<file path="src/rtl/dmc_pkg.sv">
package dmc_pkg;
  typedef enum logic [1:0] {
    ST_IDLE  = 2'd0,
    ST_FETCH = 2'd1,
    ST_WAIT  = 2'd2
  } ctl_state_e;
endpackage

</file>
<file path="src/rtl/dmc_lane_pick.sv">
module dmc_lane_pick #(
  parameter int WORD_W = 32,
  parameter int OFS_W  = 2
) (
  input  logic [WORD_W-1:0] word_in,
  input  logic [OFS_W-1:0]  ofs,
  input  logic              is_byte,
  output logic [WORD_W-1:0] result
);
  localparam int LANES = WORD_W / 8;

  logic [7:0] lane [LANES];

  // slice the word into byte lanes, lowest address in the low bits
  for (genvar g = 0; g < LANES; g++) begin : g_lane
    assign lane[g] = word_in[8*g +: 8];
  end

  always_comb begin
    result = '0;
    if (is_byte) begin
      result[7:0] = lane[ofs];
    end else begin
      result = word_in;
    end
  end
endmodule

</file>
<file path="src/rtl/dmc_tag_store.sv">
module dmc_tag_store #(
  parameter int LINES  = 4,
  parameter int IDX_W  = 2,
  parameter int TAG_W  = 4,
  parameter int WORD_W = 32
) (
  input  logic              clk,
  input  logic              rst_n,
  input  logic [IDX_W-1:0]  rd_idx,
  output logic              rd_valid,
  output logic [TAG_W-1:0]  rd_tag,
  output logic [WORD_W-1:0] rd_word,
  input  logic              wr_en,
  input  logic [IDX_W-1:0]  wr_idx,
  input  logic [TAG_W-1:0]  wr_tag,
  input  logic [WORD_W-1:0] wr_word
);
  logic [LINES-1:0]  valid_vec;
  logic [TAG_W-1:0]  tag_arr  [LINES];
  logic [WORD_W-1:0] word_arr [LINES];

  for (genvar g = 0; g < LINES; g++) begin : g_line
    logic              sel;
    logic              v_q;
    logic [TAG_W-1:0]  t_q;
    logic [WORD_W-1:0] w_q;

    assign sel = wr_en && (wr_idx == IDX_W'(g));

    always_ff @(posedge clk or negedge rst_n) begin
      if (!rst_n) begin
        v_q <= 1'b0;
      end else if (sel) begin
        v_q <= 1'b1;
      end
    end

    always_ff @(posedge clk) begin
      if (sel) begin
        t_q <= wr_tag;
        w_q <= wr_word;
      end
    end

    assign valid_vec[g] = v_q;
    assign tag_arr[g]   = t_q;
    assign word_arr[g]  = w_q;
  end

  assign rd_valid = valid_vec[rd_idx];
  assign rd_tag   = tag_arr[rd_idx];
  assign rd_word  = word_arr[rd_idx];

  // a written line reads back valid with the tag it was given
  a_r5_line_installed: assert property (@(posedge clk) disable iff (!rst_n)
    wr_en |=> valid_vec[$past(wr_idx)] && (tag_arr[$past(wr_idx)] == $past(wr_tag)));
endmodule

</file>
<file path="src/rtl/dmc_ctrl.sv">
module dmc_ctrl
  import dmc_pkg::*;
#(
  parameter int ADDR_W = 8,
  parameter int WORD_W = 32,
  parameter int OFS_W  = 2,
  parameter int IDX_W  = 2,
  parameter int TAG_W  = 4
) (
  input  logic              clk,
  input  logic              rst_n,
  input  logic              req_valid,
  input  logic              req_byte,
  input  logic [ADDR_W-1:0] req_addr,
  input  logic              look_valid,
  input  logic [TAG_W-1:0]  look_tag,
  input  logic [WORD_W-1:0] lane_result,
  input  logic              mem_ack,
  output logic              busy,
  output logic              fill_sel,
  output logic [OFS_W-1:0]  lane_ofs,
  output logic              lane_byte,
  output logic              mem_rd,
  output logic [ADDR_W-1:0] mem_addr,
  output logic              wr_en,
  output logic [IDX_W-1:0]  wr_idx,
  output logic [TAG_W-1:0]  wr_tag,
  output logic              resp_done,
  output logic              resp_hit,
  output logic              resp_err,
  output logic              resp_is_byte,
  output logic [WORD_W-1:0] resp_data
);
  ctl_state_e state_q, state_d;

  logic [ADDR_W-1:0] lat_addr_q, lat_addr_d;
  logic              lat_byte_q, lat_byte_d;
  logic              lat_en;

  logic              done_d, hit_d, err_d, isbyte_d;
  logic [WORD_W-1:0] data_d;

  logic [OFS_W-1:0]  req_ofs;
  logic [TAG_W-1:0]  req_tag;
  logic              misalign;
  logic              tag_match;

  assign req_ofs   = req_addr[OFS_W-1:0];
  assign req_tag   = req_addr[ADDR_W-1 -: TAG_W];
  assign misalign  = !req_byte && (req_ofs != '0);
  assign tag_match = look_valid && (look_tag == req_tag);

  // next-state and response selection
  always_comb begin
    state_d    = state_q;
    lat_en     = 1'b0;
    lat_addr_d = req_addr;
    lat_byte_d = req_byte;
    done_d     = 1'b0;
    hit_d      = 1'b0;
    err_d      = 1'b0;
    isbyte_d   = resp_is_byte;
    data_d     = '0;
    wr_en      = 1'b0;
    unique case (state_q)
      ST_IDLE: begin
        if (req_valid) begin
          if (misalign) begin
            done_d   = 1'b1;
            err_d    = 1'b1;
            isbyte_d = 1'b0;
          end else if (tag_match) begin
            done_d   = 1'b1;
            hit_d    = 1'b1;
            isbyte_d = req_byte;
            data_d   = lane_result;
          end else begin
            lat_en  = 1'b1;
            state_d = ST_FETCH;
          end
        end
      end
      ST_FETCH: begin
        state_d = ST_WAIT;
      end
      ST_WAIT: begin
        if (mem_ack) begin
          wr_en    = 1'b1;
          done_d   = 1'b1;
          isbyte_d = lat_byte_q;
          data_d   = lane_result;
          state_d  = ST_IDLE;
        end
      end
      default: begin
        state_d = ST_IDLE;
      end
    endcase
  end

  always_ff @(posedge clk or negedge rst_n) begin
    if (!rst_n) begin
      state_q      <= ST_IDLE;
      resp_done    <= 1'b0;
      resp_hit     <= 1'b0;
      resp_err     <= 1'b0;
      resp_is_byte <= 1'b0;
      resp_data    <= '0;
    end else begin
      state_q      <= state_d;
      resp_done    <= done_d;
      resp_hit     <= hit_d;
      resp_err     <= err_d;
      resp_is_byte <= isbyte_d;
      resp_data    <= data_d;
    end
  end

  always_ff @(posedge clk) begin
    if (lat_en) begin
      lat_addr_q <= lat_addr_d;
      lat_byte_q <= lat_byte_d;
    end
  end

  assign busy      = (state_q != ST_IDLE);
  assign fill_sel  = (state_q == ST_WAIT);
  assign lane_ofs  = fill_sel ? lat_addr_q[OFS_W-1:0] : req_ofs;
  assign lane_byte = fill_sel ? lat_byte_q : req_byte;
  assign mem_rd    = (state_q == ST_FETCH);
  assign mem_addr  = {lat_addr_q[ADDR_W-1:OFS_W], {OFS_W{1'b0}}};
  assign wr_idx    = lat_addr_q[OFS_W +: IDX_W];
  assign wr_tag    = lat_addr_q[ADDR_W-1 -: TAG_W];

  // the read strobe lasts a single cycle and the fill stays pending after it
  a_r4_single_read: assert property (@(posedge clk) disable iff (!rst_n)
    mem_rd |=> !mem_rd && busy);

  // an error result never carries a hit or data
  a_r9_err_clean: assert property (@(posedge clk) disable iff (!rst_n)
    resp_err |-> resp_done && !resp_hit && (resp_data == '0));
endmodule

</file>
<file path="src/rtl/dm_byte_cache.sv">
module dm_byte_cache #(
  parameter int ADDR_W = 8,
  parameter int WORD_W = 32,
  parameter int LINES  = 4
) (
  input  logic              clk,
  input  logic              rst_n,
  input  logic              req_valid,
  input  logic              req_byte,
  input  logic [ADDR_W-1:0] req_addr,
  output logic              busy,
  output logic              resp_done,
  output logic              resp_hit,
  output logic              resp_err,
  output logic [WORD_W-1:0] resp_data,
  output logic              mem_rd,
  output logic [ADDR_W-1:0] mem_addr,
  input  logic              mem_ack,
  input  logic [WORD_W-1:0] mem_data,
  output logic [15:0]       storage_bits
);
  localparam int OFS_W      = $clog2(WORD_W / 8);
  localparam int IDX_W      = $clog2(LINES);
  localparam int TAG_W      = ADDR_W - IDX_W - OFS_W;
  localparam int STORE_BITS = (TAG_W + 1 + WORD_W) * LINES;

  // asynchronous assertion, synchronous release
  logic rst_meta_q, rst_sync_n;
  always_ff @(posedge clk or negedge rst_n) begin
    if (!rst_n) begin
      rst_meta_q <= 1'b0;
      rst_sync_n <= 1'b0;
    end else begin
      rst_meta_q <= 1'b1;
      rst_sync_n <= rst_meta_q;
    end
  end

  logic              look_valid;
  logic [TAG_W-1:0]  look_tag;
  logic [WORD_W-1:0] look_word;
  logic              wr_en;
  logic [IDX_W-1:0]  wr_idx;
  logic [TAG_W-1:0]  wr_tag;
  logic              fill_sel;
  logic [OFS_W-1:0]  lane_ofs;
  logic              lane_byte;
  logic [WORD_W-1:0] lane_word;
  logic [WORD_W-1:0] lane_result;
  logic              resp_is_byte;

  dmc_tag_store #(
    .LINES (LINES),
    .IDX_W (IDX_W),
    .TAG_W (TAG_W),
    .WORD_W(WORD_W)
  ) u_store (
    .clk     (clk),
    .rst_n   (rst_sync_n),
    .rd_idx  (req_addr[OFS_W +: IDX_W]),
    .rd_valid(look_valid),
    .rd_tag  (look_tag),
    .rd_word (look_word),
    .wr_en   (wr_en),
    .wr_idx  (wr_idx),
    .wr_tag  (wr_tag),
    .wr_word (mem_data)
  );

  assign lane_word = fill_sel ? mem_data : look_word;

  dmc_lane_pick #(
    .WORD_W(WORD_W),
    .OFS_W (OFS_W)
  ) u_lane (
    .word_in(lane_word),
    .ofs    (lane_ofs),
    .is_byte(lane_byte),
    .result (lane_result)
  );

  dmc_ctrl #(
    .ADDR_W(ADDR_W),
    .WORD_W(WORD_W),
    .OFS_W (OFS_W),
    .IDX_W (IDX_W),
    .TAG_W (TAG_W)
  ) u_ctrl (
    .clk         (clk),
    .rst_n       (rst_sync_n),
    .req_valid   (req_valid),
    .req_byte    (req_byte),
    .req_addr    (req_addr),
    .look_valid  (look_valid),
    .look_tag    (look_tag),
    .lane_result (lane_result),
    .mem_ack     (mem_ack),
    .busy        (busy),
    .fill_sel    (fill_sel),
    .lane_ofs    (lane_ofs),
    .lane_byte   (lane_byte),
    .mem_rd      (mem_rd),
    .mem_addr    (mem_addr),
    .wr_en       (wr_en),
    .wr_idx      (wr_idx),
    .wr_tag      (wr_tag),
    .resp_done   (resp_done),
    .resp_hit    (resp_hit),
    .resp_err    (resp_err),
    .resp_is_byte(resp_is_byte),
    .resp_data   (resp_data)
  );

  assign storage_bits = 16'(STORE_BITS);

  // a byte result never has upper bits set
  a_r8_upper_clear: assert property (@(posedge clk) disable iff (!rst_sync_n)
    resp_done && resp_is_byte |-> (resp_data[WORD_W-1:8] == '0));

  // an aligned request that finds a matching valid line completes as a hit next cycle
  a_r3_hit_next: assert property (@(posedge clk) disable iff (!rst_sync_n)
    (!busy && req_valid && (req_byte || req_addr[OFS_W-1:0] == '0) && look_valid &&
     look_tag == req_addr[ADDR_W-1 -: TAG_W]) |=> resp_done && resp_hit && !mem_rd);

  // memory acknowledges only arrive while a fill is pending
  a_r4_ack_in_fill: assert property (@(posedge clk) disable iff (!rst_sync_n)
    mem_ack |-> busy && !mem_rd);
endmodule

</file>
<file path="config.mk">
export PLATFORM = sky130hd
export DESIGN_NAME = dm_byte_cache
export DESIGN_NICKNAME = d
export VERILOG_FILES = /design/src/rtl/dmc_pkg.sv /design/src/rtl/dmc_lane_pick.sv /design/src/rtl/dmc_tag_store.sv /design/src/rtl/dmc_ctrl.sv /design/src/rtl/dm_byte_cache.sv
export SDC_FILE = /design/constraint.sdc
export NUM_CORES = 1
export LEC_CHECK = 0
export BUFFER_PORTS_ARGS = -buffer_cell sky130_fd_sc_hd__buf_2
export CAP_MARGIN = 15
export CORE_ASPECT_RATIO = 0.8
export CORE_MARGIN = 4
export CORE_UTILIZATION = 45
export CTS_BUF_LIST = sky130_fd_sc_hd__clkbuf_8
export DETAILED_ROUTE_END_ITERATION = 7
export SLEW_MARGIN = 20
export SYNTH_ARGS = -nofsm -noshare
export SYNTH_HDL_FRONTEND = slang
export SYNTH_SLANG_ARGS = --single-unit
</file>
<file path="constraint.sdc">
create_clock -name clk -period 3.75 [get_ports clk]
set_clock_uncertainty 0.2 [all_clocks]
set_input_delay 0.375 -clock clk [delete_from_list [all_inputs] [get_ports clk]]
set_output_delay 0.375 -clock clk [all_outputs]
set_load 0.03 [all_outputs]
</file>
After elaboration in Yosys (flattened, before gate mapping)
Index checks and enable logic that the tools add are counted.

$lt $le $gt $ge: 3. Equal/unequal tests: 10. Muxes and demuxes: 42. Bitwise logic cells: 2. Reduce and logical (&&, ||, !) cells: 12.

Operator list (number): two-way mux 32 bit (7); binary-select mux 32 bit (select 2 bit) (1); case mux 32 bit (2 select lines) (1); two-way mux 24 bit (1); two-way mux 8 bit (3); two-way mux 1 bit (17); binary-select mux 8 bit (select 2 bit) (1); two-way mux 2 bit (5); binary-select mux 4 bit (select 2 bit) (1); two-way mux 4 bit (2); != test 2 bit (second input constant) (4); equality test 2 bit (second input constant) (3); greater-or-equal comparator 3 bit (second input constant) (2); logical AND 1 bit (6); inverter 2 -> 3 bit (2); case mux 2 bit (3 select lines) (1); equality test 2 x 1 -> 1 bit (second input constant) (2); equality test 4 bit (1); zero test 2 bit (2); AND reduction 4 bit (1); nonzero test 2 bit (2); < comparator 2 x 3 -> 1 bit (second input constant) (1); binary-select mux 1 bit (select 2 bit) (1); case mux 1 bit (2 select lines) (1); zero test 1 bit (1).

Flip-flop bits (word level): 196. Input port bits: 45. Output and inout bits: 61. Word-level logic and storage cells: 90.

Depth between registers and ports, before layout
Gate-level depths: netlist (run 1).

Word-level depth: 13. Gate-level depth with buffers: 9. Mapped depth without buffers: 5.

By module
A second synthesis (run 1) with hierarchy kept.

Cells, all modules: 461. Area, all modules: 8435.6 µm².

By module, submodules not included: dmc_tag_store (times used 1, cells each 202, area each 5431.5 µm², seq. area each 4424.2 µm²); dmc_ctrl (times used 1, cells each 129, area each 1779.2 µm², seq. area each 1221.2 µm²); dm_byte_cache (times used 1, cells each 56, area each 721.9 µm², seq. area each 50.0 µm²); dmc_lane_pick (times used 1, cells each 74, area each 503.0 µm², seq. area each 0.0 µm²).

Worst setup path before layout (run 1)
OpenSTA, ideal clock, no wires.

Path type: reg2reg. From: register u_ctrl.state_q[0]. To: register u_store.g_line[1].t_q[0], enable pin. Library setup time: 0.483 ns. Arrival: 3.676 ns. Required time: 3.067 ns. Path slack: -0.609 ns. Stages on the path, launching flop included: 6. Buffers on the path: 2. Period minus slack after synthesis: 4.359 ns. Cell sequence: dfrtp_1 buf_2 nor2b_1 buf_2 nand2_1 nor3b_1.

Cells in the longest elaborated chain, start to end: 3.

Ends and longest elaborated chain: start: declaration (RTL line dmc_ctrl.sv:34) `ctl_state_e state_q, state_d;`; start signal: assignment (RTL line dmc_ctrl.sv:110) `state_q <= state_d;`; equality test 2 bit (RTL line dmc_ctrl.sv:65) `unique case (state_q)`; two-way mux 1 bit (RTL line dmc_ctrl.sv:65); logical AND 1 bit (RTL line dmc_tag_store.sv:28) `assign sel = wr_en && (wr_idx == IDX_W'(g));`; via u_store.g_line[1].sel (RTL line dmc_tag_store.sv:23) `logic sel;`; end signal: assignment (RTL line dmc_tag_store.sv:40) `t_q <= wr_tag;`; end: declaration (RTL line dmc_tag_store.sv:25) `logic [TAG_W-1:0] t_q;`.

The timed path passes the listed nets, and every way through them passes these cells. A chain may end at the register's enable or synchronous reset.

Final worst setup path (run 1)
From: register u_ctrl.state_q[1]. To: register u_store.g_line[2].w_q[1], enable pin.

Cells in the longest elaborated chain, start to end: 3.

Ends and longest elaborated chain: equality test 2 bit (RTL line dmc_ctrl.sv:65); two-way mux 1 bit (RTL line dmc_ctrl.sv:65); logical AND 1 bit (RTL line dmc_tag_store.sv:28); via u_store.g_line[2].sel (RTL line dmc_tag_store.sv:23); end signal: assignment (RTL line dmc_tag_store.sv:41) `w_q <= wr_word;`; end: declaration (RTL line dmc_tag_store.sv:26) `logic [WORD_W-1:0] w_q;`.

The timed path passes the listed nets, and every way through them passes these cells.

==> metrics.md, run 1 <==
| Metric | Value |
|---|---|
| Avg Cell Area, Syn | 17.1 um2 |
| Post-synth EDFFs | 153 |
| Setup WS pre-CTS | 727 ps |
| Fin nets | 644 |
| Ys Warns | 0 |
| Worst setup EP type | flip-flop |
| Mapped Area | 8060 um2 |
| Fillcell total | 1,399 |
| CTS Buf Count | 17 |
| Worst-path clk slew | 90 ps |
| DRC Markers | 0 |
| Cell family with most CP delay | simple AND/OR/NAND/NOR gates |
| Die Area | 20,100 um2 |
| Total global routing overflow | 0 |
| Post-Synthesis Cells | 472 |
| PwrDens | 489 nW/um2 |
| Worst slew margin | 40.2% |
| Tightest Hold Check Type | input pin to flip-flop |
| Setup WS post-layout | 1070 ps |
| Reg2reg start | u_ctrl.state_q[1]$_DFFE_PN0P_ |
| Initial core utilization | 46.2% |
| Setup violators final | 0 |
| Slew Limit Fails | 0 |
| Count leader, synth | edfxtp_1 |
| Antenna viol nets, final | 0 |
| Routed vias/inst | 5.35 |
| Critical path fanouts, max | 26 |
| RR Endpoint | u_store.g_line[2].w_q[1]$_DFFE_PP_ |
| Buffers added on ports | 87 |
| CP required | 3700 ps |
| Primary FF master, synth | edfxtp_1 |
| Area grow syn2layout | 18.3% |
| Drt initial violations | 324 |
| 1st-pass router iterations | 4 |
| Post-synth ARST share | 21.9% |
| Area contributors post-synth | edfxtp_1 (57%), dfrtp_1 (13%), mux4_2 (7.5%) |
| GRT Overall Usage | 18.9% |
| Flop2flop setup slack | 1070 ps |
| Routability cong. | 0.792 |
| Clock sink count | 196 |
| Non-Filler Instances | 838 |
| Worst path bufs/invs | 2 |
| Root buf cell | clkbuf_8 |
| Final hold violations | 0 |
| Clk buf depth | 2 |
| Share of cells above drive strength 1 | 30.6% |
| Min-delay src | req_valid |
| Peak supply drop | 288 uV |
| Die Height | 128 um |
| Area leader, netlist | edfxtp_1 |
| First-pass GRT wire length | 28,000 um |
| Flops & latches, synth | 196 |
| Crit path kind | flip-flop to flip-flop |
| IO Count | 106 |
| Site Rows | 43 |
| CTS tree | built |
| Vias | 4,482 |
| Post-cts sizing count | 0 |
| Unrepaired setup endpoints after global routing | false |
| Die width | 158 um |
| Largest net degree at the start of global routing | 44 |
| Leak | 3.63 nW |
| Worst Hold Depth | 3 |
| CP max stage delay | 750 ps |
| CP Launch Type | flip-flop |
| H-Tree Depth | 4 |
| # placed instances | 763 |
| Fin Setup TNS | 0 ps |
| Synth top cells by count | edfxtp_1 (153), dfrtp_1 (43), nand2_1 (41) |
| Maxcap violations | 0 |
| Vias in the first global route | 4,723 |
| Max Freq | 374 MHz |
| Status | complete, no violations |
| WP data arrival | 2630 ps |
| FF-to-FF path depth | 5 |
| Post-layout util | 54.7% |
| Core area | 17,400 um2 |
| Worst slew pin tran | 897 ps |
| Initial antenna violation count | 1 |
| CP max stage cell | nor3b_4 |
| Synth cell types | 43 |
| Yosys top cell area share | 57.0% |
| WL per Instance | 21.6 um |
| Post-DP HPWL | 11,800 um |
| Hold Path End | u_ctrl.resp_err$_DFF_PN0_ |
| Min Tclk post-route | 2680 ps |
| Seq/Total Area, Yosys | 70.4% |
| Worst-Skew Late Latency | 460 ps |
| Post-route clock period utilization | 71.4% |
| CP cell instances | nor2b_2 -> buf_4 -> nand2_2 -> nor3b_4 -> buf_12 |
| Routed WL | 18,100 um |
## routing by layer
| metal | wire length (um) | track usage, % | share of wire, % | up-vias |
|---|---|---|---|---|
| met3 | 1070 | 4.05 | 5.9 | 16 |
| met5 | 0 | 0 | 0 | - |
| met2 | 8170 | 28.0 | 45 | 122 |
| met1 | 8650 | 28.7 | 48 | 2279 |
| li1 | - | - | - | 2065 |
| met4 | 197 | 5.16 | 1.1 | 0 |
## kinds of logic after synthesis
logic type	Yosys count	synth area share, %
AOI/OAI and AO/OA	67	7.64
xor gates and xnor gates	7	0.854
buffers and inverters	56	4.27
DFF	196	70.4
muxes	61	11.8
other	2	0.0932
and+or+nand+nor	83	4.92
## metrics by stage
| stage | instance area [um2] | power [mW] | hold slack [ps] |
|---|---|---|---|
| 5_1_grt | 9530 | 4.86 | 101 |
| 6_report | 9530 | 4.66 | 123 |
| 2_1_floorplan | 8140 | 3.05 | -121 |
| 3_3_place_gp | 8710 | 3.28 | -39.8 |
| 4_1_cts | 9530 | 4.71 | 86.2 |
| 3_5_place_dp | 8710 | 3.29 | -37.2 |
## sequential cells by signal, summed over array words and instances (netlist names), 2 cells and up
| register | flops |
|---|---|
| u_ctrl.resp_data | 32 |
| u_store.g_line.t_q | 16 |
| u_ctrl.lat_addr_q | 8 |
| u_ctrl.state_q | 2 |
| u_store.g_line.w_q | 128 |
| u_store.g_line.v_q | 4 |
## layout by cell type, fill, tap and decap left out, types with 3 or more instances in the layout
cell and count:
conb_1 19, nand3_1 3, buf_2 87, edfxtp_1 153, mux4_2 27, clkinv_2 3
a211oi_1 13, or2_2 5, o22ai_1 7, mux2_2 4, nor2b_1 8, dfrtp_1 42
bufinv_16 3, clkbuf_8 17, nor2_1 8, mux2i_1 30, inv_1 3, a21oi_1 11
nand2_1 40, a2111oi_2 7, a311oi_1 6, and3_1 7, xnor2_1 4, a2111oi_0 10
clkinv_1 3, clkinv_4 3, a2111oi_4 3, buf_4 13, dlygate4sd3_1 42, buf_12 3
## worst register-to-register path, stage by stage, from the launching register on
cell and delay [ps]:
dfrtp_1 420, nor2b_2 160, buf_4 320, nand2_2 210, nor3b_4 750, buf_12 300
## layout make-up
cell class                      instances  area (um2)  share of cell area [%]
Antenna cell                            1        2.50                  0.0263
Clock buffer                           17         234                    2.45
Clock inverter                         15         164                    1.72
Inverter                                2        7.51                  0.0788
Multi-Input combinational cell        237        2160                    22.6
Sequential cell                       196        5670                    59.5
Tap cell                              225         282                    2.95
Timing Repair Buffer                  145        1010                    10.6
## worst max path at each step
| stage | from | to | slack [ps] | cells after the start |
|---|---|---|---|---|
| 2_1_floorplan | u_ctrl.state_q[0]$_DFFE_PN0P_ | u_store.g_line[1].t_q[0]$_DFFE_PP_ | 650 | 5 |
| 3_3_place_gp | req_addr[3] | u_ctrl.resp_data[6]$_DFF_PN0_ | 830 | 7 |
| 3_5_place_dp | req_addr[3] | u_ctrl.resp_data[6]$_DFF_PN0_ | 730 | 7 |
| 4_1_cts | u_ctrl.state_q[1]$_DFFE_PN0P_ | u_store.g_line[2].w_q[0]$_DFFE_PP_ | 1020 | 5 |
| 5_1_grt | u_ctrl.state_q[0]$_DFFE_PN0P_ | u_ctrl.resp_data[27]$_DFF_PN0_ | 910 | 5 |
| 6_report | u_ctrl.state_q[1]$_DFFE_PN0P_ | u_store.g_line[2].w_q[1]$_DFFE_PP_ | 1070 | 5 |
## report_power, final
part	internal, mW	switching, mW
Sequential	2.45	0.0506
Combinational	0.274	0.502
Clock	0.654	0.732
## what timing repair did
action / 4_1_cts / 5_1_grt
setup buffers: 0 / 0
hold buffers: 42 / 0
hold endpoints to repair: 138 / 0
Note: power is estimated with default switching activity, not from simulation.
==> inputs of run 2 (changes only) <==
--- a/config.mk
+++ b/config.mk
@@ -12,6 +12,7 @@
 export CORE_UTILIZATION = 45
 export CTS_BUF_LIST = sky130_fd_sc_hd__clkbuf_8
 export DETAILED_ROUTE_END_ITERATION = 7
+export PLACE_DENSITY = 0.67
 export SLEW_MARGIN = 20
 export SYNTH_ARGS = -nofsm -noshare
 export SYNTH_HDL_FRONTEND = slang
==> constraint.sdc (replaced) <==
create_clock -name clk -period 2.22 [get_ports clk]
set_clock_uncertainty 0.2 [all_clocks]
set_input_delay 0.222 -clock clk [delete_from_list [all_inputs] [get_ports clk]]
set_output_delay 0.222 -clock clk [all_outputs]
set_load 0.03 [all_outputs]
==> metrics.md, run 2 (synthesis results as in run 1) <==
| Metric | Value |
|---|---|
| CP required | 2370 ps |
| Max Freq | 457 MHz |
| Flop2flop setup slack | 30 ps |
| Site Rows | 43 |
| IO Count | 106 |
| Vias | 4,746 |
| Post-DP HPWL | 12,500 um |
| Leak | 4.01 nW |
| Post-route clock period utilization | 98.5% |
| Slew Limit Fails | 0 |
| Routed WL | 18,800 um |
| Fin nets | 708 |
| Worst-path clk slew | 90 ps |
| Clock sink count | 196 |
| WP data arrival | 2330 ps |
| Die Area | 20,100 um2 |
| Cell Area, Placed | 9270 um2 |
| FF-to-FF path depth | 6 |
| First-pass GRT wire length | 28,100 um |
| Routed vias/inst | 5.26 |
| Reg2reg start | u_store.g_line[2].t_q[0]$_DFFE_PP_ |
| Setup violators final | 0 |
| CTS tree | built |
| Routability cong. | 0.798 |
| Crit path kind | flip-flop to flip-flop |
| Final hold violations | 0 |
| Top reg by flops | u_store.g_line.w_q |
| Top flop regs | u_store.g_line.w_q: 128 flops, u_ctrl.resp_data: 32 flops, u_store.g_line.t_q: 16 flops |
| CP Launch Type | flip-flop |
| Unrepaired setup endpoints after global routing | true |
| Clk buf depth | 2 |
| Drt initial violations | 379 |
| Critical path fanouts, max | 5 |
| Worst-Skew Late Latency | 460 ps |
| Initial core utilization | 46.2% |
| Peak supply drop | 634 uV |
| Antenna viol nets, final | 0 |
| Finished Cell Area | 10,500 um2 |
| Fillcell total | 1,319 |
| Worst hold slack | 11.8 ps |
| Area grow syn2layout | 30.3% |
| Vias in the first global route | 4,830 |
| Most common cell after layout, fill and taps aside | edfxtp_1 |
| Core area | 17,400 um2 |
| 1st-pass router iterations | 5 |
| DRC Markers | 0 |
| Worst setup EP type | flip-flop |
| RR Endpoint | u_ctrl.resp_data[17]$_DFF_PN0_ |
| Crit path from | u_store.g_line[2].t_q[0]$_DFFE_PP_ |
| Power Total | 8.28 mW |
| Max reg flops | 128 |
| Maxcap violations | 0 |
| Buffers added on ports | 87 |
| Min Tclk post-route | 2190 ps |
| Largest net degree at the start of global routing | 34 |
| Share of cells above drive strength 1 | 40.5% |
| Status | complete, no violations |
| Die width | 158 um |
| WL per Instance | 20.9 um |
| H-Tree Depth | 4 |
| Setup WS pre-CTS | -252 ps |
| GRT Overall Usage | 18.7% |
| Root buf cell | clkbuf_8 |
| CTS Buf Count | 17 |
| Commonest non-fill, non-tap cells in the layout | edfxtp_1 (153), buf_2 (87), buf_4 (56), dlygate4sd3_1 (42), dfrtp_1 (41) |
| Total global routing overflow | 0 |
| Tightest Hold Check Type | flip-flop to asynchronous set/reset pin |
| Setup WS post-layout | 33.5 ps |
| Initial antenna violation count | 1 |
| Die Height | 128 um |
| PwrDens | 788 nW/um2 |
-- run 2: cell types whose count changed in the layout (fill, tap and decap cells not counted), sizes merged --
cell,change
clkinv,-5
inv,+2
clkinvlp,+3
buf,+63
clkbuf,+1
-- run 2: power by group --
part,internal (mW),switching [mW],total (mW),leakage [nW]
sequential,4.14,0.0837,4.22,1.96
combinational,0.746,0.992,1.74,1.85
clock,1.10,1.21,2.32,0.201
total,5.99,2.29,8.28,4.01
-- run 2: timing repair --
item                                   CTS  global route
hold buffers                            42             0
pin swaps                                1            14
setup buffers                            2             5
setup endpoints to repair               17            25
gates cloned                             0             2
resized for setup                        8            52
endpoints found under the hold margin  149             0
-- run 2: final cells by class --
type                    count  area [um2]  area share [%]
well taps                 225         282            2.68
repair buffers            209        1690            16.1
clock inverters            15         166            1.59
multi-input cells         237        2450            23.3
diodes                      1        2.50          0.0238
clock buffers              17         234            2.23
inverters                   2        7.51          0.0715
flip-flops and latches    196        5670            54.0
-- run 2: stage by stage --
stage,std cells,TNS [ps],util (%)
after floorplan,489,-21480,-
after global placement,820,-1860,53.2
after detailed placement,820,-2910,53.2
after CTS,896,-207,58.3
after global routing,902,-320,60.2
final,902,0,60.2
-- run 2: how the worst max path moves through the flow --
stage / endpoint / slack [ps]
CTS: u_ctrl.resp_data[17]$_DFF_PN0_ / -40
global placement: u_ctrl.resp_data[6]$_DFF_PN0_ / -210
global route: u_ctrl.resp_data[15]$_DFF_PN0_ / -40
detailed placement: u_ctrl.resp_data[2]$_DFF_PN0_ / -250
floorplan: u_store.g_line[2].t_q[0]$_DFFE_PP_ / -240
finish: u_ctrl.resp_data[17]$_DFF_PN0_ / 30
-- run 2: metal layers --
layer | GRT usage [%] | up-vias | part of all wire [%]
li1 | - | 2195 | -
met1 | 28.7 | 2387 | 47
met2 | 27.9 | 145 | 46
met3 | 3.54 | 19 | 5.6
met4 | 4.55 | 0 | 1.1
met5 | 0 | - | 0
-- run 2: critical path, stage by stage (launching register included) --
cell and delay (ps):
edfxtp_1 370, mux4_2 530, xnor2_4 210, o2111ai_4 130
buf_6 180, buf_6 130, a2111oi_4 310
==> inputs of run 3 (changes only) <==
--- a/config.mk
+++ b/config.mk
@@ -12,7 +12,7 @@
 export CORE_UTILIZATION = 45
 export CTS_BUF_LIST = sky130_fd_sc_hd__clkbuf_8
 export DETAILED_ROUTE_END_ITERATION = 7
-export PLACE_DENSITY = 0.67
+export PLACE_DENSITY = 0.64
 export SLEW_MARGIN = 20
 export SYNTH_ARGS = -nofsm -noshare
 export SYNTH_HDL_FRONTEND = slang
==> metrics.md, run 3 (synthesis results as in run 1) <==
| Metric | Value |
|---|---|
| Status | finished with violations |
| Failing checks | negative setup slack |
| Max reg flops | 128 |
| Share of cells above drive strength 1 | 40.9% |
| Worst-path clk slew | 100 ps |
| Fin nets | 706 |
| Post-layout util | 60.0% |
| Reg2reg start | u_store.g_line[3].t_q[0]$_DFFE_PP_ |
| Top reg by flops | u_store.g_line.w_q |
| Top flop regs | u_store.g_line.w_q: 128 flops, u_ctrl.resp_data: 32 flops, u_store.g_line.t_q: 16 flops |
| Clock sink count | 196 |
| DRC Markers | 0 |
| IO Count | 106 |
| Flop2flop setup slack | -90 ps |
| Net Sw Frac | 28.7% |
| Final hold violations | 0 |
| Clk buf depth | 2 |
| Tightest Hold Check Type | input pin to flip-flop |
| FF+latch area | 5670 um2 |
| Worst slew pin tran | 527 ps |
| CP Launch Type | flip-flop |
| P_sw | 2.38 mW |
| Drt initial violations | 441 |
| Die Area | 20,100 um2 |
| Die Height | 128 um |
| Finished Cell Area | 10,500 um2 |
| Internal | 5.92 mW |
| Vias in the first global route | 4,881 |
| Ant diodes | 0 |
| Root buf cell | clkbuf_8 |
| PwrDens | 794 nW/um2 |
| Initial core utilization | 46.2% |
| Comb power frac | 20.5% |
| H-Tree Depth | 4 |
| Commonest non-fill, non-tap cells in the layout | edfxtp_1 (153), buf_2 (87), buf_4 (56), dlygate4sd3_1 (42) |
| WP data arrival | 2460 ps |
| Setup violators final | 24 |
| Leak | 4.01 nW |
| Setup WS post-layout | -88.7 ps |
| Worst slew margin | 64.9% |
| Vias | 4,885 |
| Routed vias/inst | 5.43 |
| WL per Instance | 21.3 um |
| Most common cell after layout, fill and taps aside | edfxtp_1 |
| Post-DP HPWL | 12,600 um |
| # placed instances | 818 |
| 1st-pass router iterations | 4 |
| Die width | 158 um |
| Crit path kind | flip-flop to flip-flop |
| Buffers added on ports | 87 |
| Critical path fanouts, max | 5 |
| Antenna viol nets, final | 0 |
| Largest net degree at the start of global routing | 27 |
| Unrepaired setup endpoints after global routing | true |
| Non-Filler Instances | 899 |
| Worst setup EP type | flip-flop |
| Area of the multi-input gates | 2420 um2 |
| Routed WL | 19,100 um |
| FF-to-FF path depth | 6 |
| Fillcell total | 1,307 |
| Initial antenna violation count | 0 |
| Core area | 17,400 um2 |
| Area grow syn2layout | 29.8% |
| CTS Buf Count | 17 |
| Routability cong. | 0.787 |
| Peak supply drop | 457 uV |
| Post-route clock period utilization | 104% |
| Setup WS pre-CTS | -206 ps |
| Sequential Power Share | 50.9% |
| Site Rows | 43 |
| First-pass GRT wire length | 29,100 um |
| Cell Area, Placed | 9240 um2 |
| Total global routing overflow | 0 |
| Worst-Skew Late Latency | 460 ps |
| Clk pwr share | 28.7% |
| RR Endpoint | u_ctrl.resp_data[13]$_DFF_PN0_ |
| CTS tree | built |
| Hold Path End | u_ctrl.lat_addr_q[2]$_DFFE_PP_ |
| GRT Overall Usage | 19.5% |
| Worst Hold Depth | 2 |
| Slew Limit Fails | 0 |
| CP required | 2370 ps |
| Max Freq | 433 MHz |
| Maxcap violations | 0 |
| Min Tclk post-route | 2310 ps |
| Min-delay src | req_addr[2] |
-- run 3: cell type report --
type                    instances  share of cell area [%]
repair buffers                207                    15.9
inverters                       2                  0.0718
clock buffers                  18                    2.37
flip-flops and latches        196                    54.3
well taps                     225                    2.69
multi-input cells             237                    23.1
clock inverters                14                    1.58
-- run 3: how the worst max path moves through the flow --
stage | start | end | slack (ps)
global placement | req_addr[3] | u_ctrl.resp_data[9]$_DFF_PN0_ | -230
CTS | u_store.g_line[2].t_q[0]$_DFFE_PP_ | u_ctrl.resp_data[13]$_DFF_PN0_ | -110
global route | u_store.g_line[3].t_q[0]$_DFFE_PP_ | u_ctrl.resp_data[13]$_DFF_PN0_ | -150
detailed placement | req_addr[2] | u_ctrl.resp_data[7]$_DFF_PN0_ | -210
finish | u_store.g_line[3].t_q[0]$_DFFE_PP_ | u_ctrl.resp_data[13]$_DFF_PN0_ | -90
floorplan | u_ctrl.state_q[0]$_DFFE_PN0P_ | u_store.g_line[2].t_q[0]$_DFFE_PP_ | -240
-- run 3: repair_timing --
action / 4_1_cts / 5_1_grt
cloned: 1 / 1
setup buffers: 5 / 1
resized for setup: 44 / 11
hold buffers: 42 / 0
setup endpoints to repair: 16 / 42
pin swaps: 21 / 13
endpoints found under the hold margin: 150 / 0
-- run 3: power groups by stage --
stage	Sequential (mW)	Clock (mW)	Combinational, mW
2_1_floorplan	4.36	0	0.824
4_1_cts	4.22	2.45	1.67
5_1_grt	4.24	2.59	1.81
3_3_place_gp	4.29	0	1.47
6_report	4.22	2.38	1.70
3_5_place_dp	4.30	0	1.50
-- run 3: per-stage QoR --
stage	hold slack (ps)	setup TNS, ps	power, mW
4_1_cts	11.4	-1040	8.34
5_1_grt	13.5	-3560	8.65
3_5_place_dp	-186	-2660	5.80
2_1_floorplan	-274	-21480	5.18
6_report	38.2	-765	8.30
3_3_place_gp	-190	-2080	5.77
-- run 3: routing by layer --
metal | up-vias | part of all wire, % | GRT usage [%]
li1 | 2182 | - | -
met1 | 2516 | 46 | 29.8
met2 | 168 | 47 | 29.1
met3 | 19 | 5.4 | 3.95
met4 | 0 | 1.2 | 4.70
met5 | - | 0 | 0
-- run 3: worst max-delay path, stage by stage (launching register included) --
cell       delay [ps]
edfxtp_1          370
mux4_2            540
xnor2_4           190
o2111ai_4         240
buf_12            220
buf_8             120
a2111oi_4         320
